### config.mk
export PLATFORM = sky130hd
export DESIGN_NAME = drive_status_word
export DESIGN_NICKNAME = d
export VERILOG_FILES = /design/src/rtl/drive_status_word.sv
export SDC_FILE = /design/constraint.sdc
export NUM_CORES = 1
export LEC_CHECK = 0
export ABC_AREA = 1
export CORE_UTILIZATION = 52
export CTS_CLUSTER_SIZE = 12
export DETAILED_ROUTE_END_ITERATION = 10
export GPL_TIMING_DRIVEN = 0
export PLACE_DENSITY = 0.81
export SYNTH_ARGS = -nofsm -noshare
export SYNTH_HDL_FRONTEND = slang
export SYNTH_SLANG_ARGS = --single-unit
### constraint.sdc
create_clock -name clk -period 1.3 [get_ports clk]
set_input_delay 0.195 -clock clk [delete_from_list [all_inputs] [get_ports clk]]
set_output_delay 0.195 -clock clk [all_outputs]
set_load 0.02 [all_outputs]
### src/rtl/drive_status_word.sv
module drive_status_word #(
  parameter int NUM_DRIVES = 4,
  localparam int SEL_W = (NUM_DRIVES > 1) ? $clog2(NUM_DRIVES) : 1
) (
  input  logic                  clk,
  input  logic                  rst_n,
  input  logic                  variant_24,
  input  logic [NUM_DRIVES-1:0] drv_present,
  input  logic [NUM_DRIVES-1:0] drv_wprot,
  input  logic [NUM_DRIVES-1:0] drv_online,
  input  logic                  set_en,
  input  logic [SEL_W-1:0]      set_sel,
  input  logic [15:0]           set_bits,
  input  logic                  clr_en,
  input  logic [SEL_W-1:0]      clr_sel,
  input  logic [15:0]           clr_bits,
  input  logic                  ctl_clear,
  input  logic                  rd_req,
  input  logic [SEL_W-1:0]      rd_sel,
  output logic                  rd_valid,
  output logic [15:0]           rd_word
);
  localparam logic [15:0] KEEP_MASK   = 16'hFF7E;
  localparam logic [15:0] RDCLR_MASK  = 16'hF83A;
  localparam logic [15:0] VAR_ZERO    = 16'h9600;
  localparam logic [15:0] ONLINE_BITS = 16'hC000;
  localparam logic [15:0] ABSENT_WORD = 16'h0044;

  logic [NUM_DRIVES-1:0][15:0] stat;
  logic [15:0] sel_reg, word_body, word_next;

  assign sel_reg = stat[rd_sel];

  always_comb begin
    word_body = sel_reg & KEEP_MASK;
    if (variant_24)
      word_body = (word_body & ~VAR_ZERO) | ({15'd0, drv_wprot[rd_sel]} << 10);
    if (!drv_present[rd_sel])
      word_body = ABSENT_WORD;
    word_next = {word_body[15:1], |(word_body & KEEP_MASK)};
  end

  genvar i;
  generate
    for (i = 0; i < NUM_DRIVES; i++) begin : g_drv
      logic [15:0] set_v, clr_v, rdclr_v, nxt;
      assign set_v   = ((set_en && set_sel == SEL_W'(i)) ? set_bits : 16'd0)
                     | (drv_online[i] ? ONLINE_BITS : 16'd0);
      assign clr_v   = (clr_en && clr_sel == SEL_W'(i)) ? clr_bits : 16'd0;
      assign rdclr_v = (rd_req && rd_sel == SEL_W'(i)) ? RDCLR_MASK : 16'd0;
      assign nxt     = (((stat[i] & ~clr_v) | set_v) & KEEP_MASK) & ~rdclr_v;

      always_ff @(posedge clk or negedge rst_n) begin
        if (!rst_n)
          stat[i] <= '0;
        else if (ctl_clear)
          stat[i] <= drv_present[i] ? (stat[i] & 16'h4000) : 16'd0;
        else
          stat[i] <= nxt;
      end
    end
  endgenerate

  always_ff @(posedge clk or negedge rst_n) begin
    if (!rst_n) begin
      rd_valid <= 1'b0;
      rd_word  <= '0;
    end else begin
      rd_valid <= rd_req;
      if (rd_req) rd_word <= word_next;
    end
  end
endmodule


==> results_dict.tcl <==
set metrics [dict create \
    crit_path_start "stat[49]" \
    drtIter0Drc 481 \
    multi_input_area_sq_um 1690 \
    synth_top_area_share 0.489 \
    ff2ff_setup_slack_ns -0.009 \
    grt_pass1_vias 3732 \
    required_ns 1.54 \
    grt_overflow 0 \
    utilization 0.703 \
    pin_count 74 \
    layout_setup_ws_ns -0.00929 \
    area_delta_synth_final_pct 30.3 \
    holdBufCountCts 0 \
    dpl_cell_area_sq_um 4460 \
    clk_pin_slew_worst_paths_ns 0.08 \
    yosysTopAreaCell "dfrtp_1" \
    die_y_um 86.2 \
    io_buffers 66 \
    final_cell_mix "172 x nand2_1, 72 x dfrtp_1, 55 x o21ai_0, 48 x a21oi_1, 43 x clkdlybuf4s50_1" \
    place_congestion 0.902 \
    fin_crit_sh 1.01 \
    grt_pass1_wl_mm 18.1 \
    syn_inst 491 \
    vdd.ir_drop.worst_mv 0.660 \
    ys_types 24 \
    cp_max_fo 2 \
    final_nets 633 \
    dp_hpwl_mm 7.64 \
    critPathCaptureType "flop" \
    root_buffer "clkbuf_8" \
    tightest_slew_ns 0.904 \
    cap_violations 0 \
    syn_avg_cell_area_sq_um 7.50 \
    design_area_sq_um 4800 \
    viasPerCell 5.76 \
    cpPeakStageDelay_ns 0.39 \
    finClkSkew_ns 0.00860 \
    cp_slowest_cell "dfrtp_1" \
    die_area_sq_um 7420 \
    cts.sinks 72 \
    holdCritPathClass "in -> async" \
    r2r-end "rd_word[0]" \
    yosysWarnings 0 \
    n_antenna_cell 0 \
    status "finished, violations left" \
    drv_slew 0 \
    layout_commonest_cell "nand2_1" \
    die_x_um 86.2 \
    rows 30 \
    core_sq_um 6830 \
    nFillCells 583 \
    min_period_ns 1.31 \
    tns_ns -0.00929 \
    cts_buffers 9 \
    powerDensity_nw_per_um2 1010 \
    clkLatencyLatePin_ns 0.35 \
    critPathLaunchType "flop" \
    antenna_found_initial 0 \
    clock.fmax_mhz 764 \
    regArea_sq_um 1800 \
    start_util 0.539 \
    synth_area_sq_um 3680 \
    grt_usage 0.325 \
    fin_hold_ws_ns -0.0319 \
    grt_max_degree 73 \
    crit_chain "nand3_1, nand2_1, nor2_2, nand3_1, nor2_1, nand3_1, nor2_1, nor2_1" \
    r2r_cells 8 \
    synth_nets 548 \
    wirelength_mm 11.3 \
    synth-seq-cells 72 \
    final_layout_size_suffix_gt1_frac 0.117 \
    cellLeakagePower_nw 2.36 \
    rsz0062_at_grt "true" \
    finalSetupViolCount 1 \
    cts_tree "done" \
    drt_first_pass_iters 5 \
    drc 0 \
    crit_end "rd_word[0]" \
    hold_violations 35 \
    post_drt_wl_per_cell_um 16.8 \
    synth.area.top_cells "dfrtp_1 49%, nand2_1 18%, o21ai_0 8.0%, a21oi_1 6.5%, nand3_1 4.3%" \
    violations "negative hold slack, negative setup slack" \
    worstPathArrival_ns 1.55 \
    slew_headroom 0.397 \
    num_vias 3897 \
    htreeDepth 3 \
    ant_nets 0 \
    yosysSeqAreaShare 0.489 \
    r2r-start "stat[49]" \
    clock_path_buffers 2 \
    worst-setup-path-type "reg -> reg" \
]
worst min path at each step:
stage            endpoint  slack (ns)
2_1_floorplan    rd_valid       -0.10
3_3_place_gp   rd_word[5]        0.46
3_5_place_dp     stat[30]        0.37
4_1_cts          stat[30]       0.002
5_1_grt          stat[30]        0.04
6_report         stat[30]       -0.03
kinds of logic after synthesis:
| group | Yosys count | synth area share |
|---|---|---|
| AND/OR/NAND/NOR | 237 | 0.257 |
| AO/OA/AOI/OAI | 124 | 0.181 |
| flip-flops | 72 | 0.489 |
| buffers and inverters | 57 | 0.0717 |
| other | 1 | 0.00102 |
per-layer routing:
metal | global-route usage | routed length [um] | vias up
met4 | 0.179 | 438 | 0
met3 | 0.0616 | 1120 | 47
met5 | 0 | 0 | -
met1 | 0.433 | 4520 | 1816
li1 | - | - | 1789
met2 | 0.504 | 5260 | 245
stage by stage:
stage               setup WS (ns)  total power [W]  cells
floorplan                  0.0881          0.00279    491
global placement            -2.34          0.00320    653
detailed placement         -0.790          0.00322    653
CTS                       -0.0277          0.00480    671
global route              -0.0855          0.00505    677
finish                   -0.00929          0.00486    677
state kept, by name, indices dropped and copies added (netlist names):
register / cells
stat: 56
rd_word: 15
rd_valid: 1
power by group:
group / internal (W) / switching, W / total [W]
clock: 0.000801 / 0.000824 / 0.00162
sequential: 0.00233 / 0.0000545 / 0.00239
combinational: 0.000335 / 0.000515 / 0.000850
total: 0.00347 / 0.00139 / 0.00486
layout make-up:
cell class,instances,share of cell area
Buffer,22,0.0370
Clock buffer,14,0.0339
Clock inverter,2,0.00287
Inverter,35,0.0282
Multi-Input combinational cell,362,0.351
Sequential cell,72,0.375
Tap cell,96,0.0250
Timing Repair Buffer,74,0.147
Yosys cell counts:
cell / number
nand2_1: 177
dfrtp_1: 72
o21ai_0: 59
a21oi_1: 48
inv_1: 32
nand3_1: 32
nor2_1: 21
clkbuf_1: 11
a31oi_1: 5
buf_6: 5
nand4_1: 5
buf_2: 4
o31ai_1: 4
a221oi_1: 2
buf_4: 2
inv_2: 2
o211a_1: 2
o21ai_2: 2
a22oi_1: 1
clkinv_1: 1
conb_1: 1
nor2_2: 1
nor3_1: 1
o21a_1: 1
critical path, delay by kind of cell (launching register included):
kind | cells | cell delay [ns]
simple gates | 8 | 0.80
flops | 1 | 0.39
timing repair:
action / in CTS / in global routing
buffers inserted: 2 / 6
setup endpoints to repair: 82 / 54
pin swaps: 1 / 8
resized for setup: 35 / 53
Note: power is estimated with default switching activity, not from simulation.
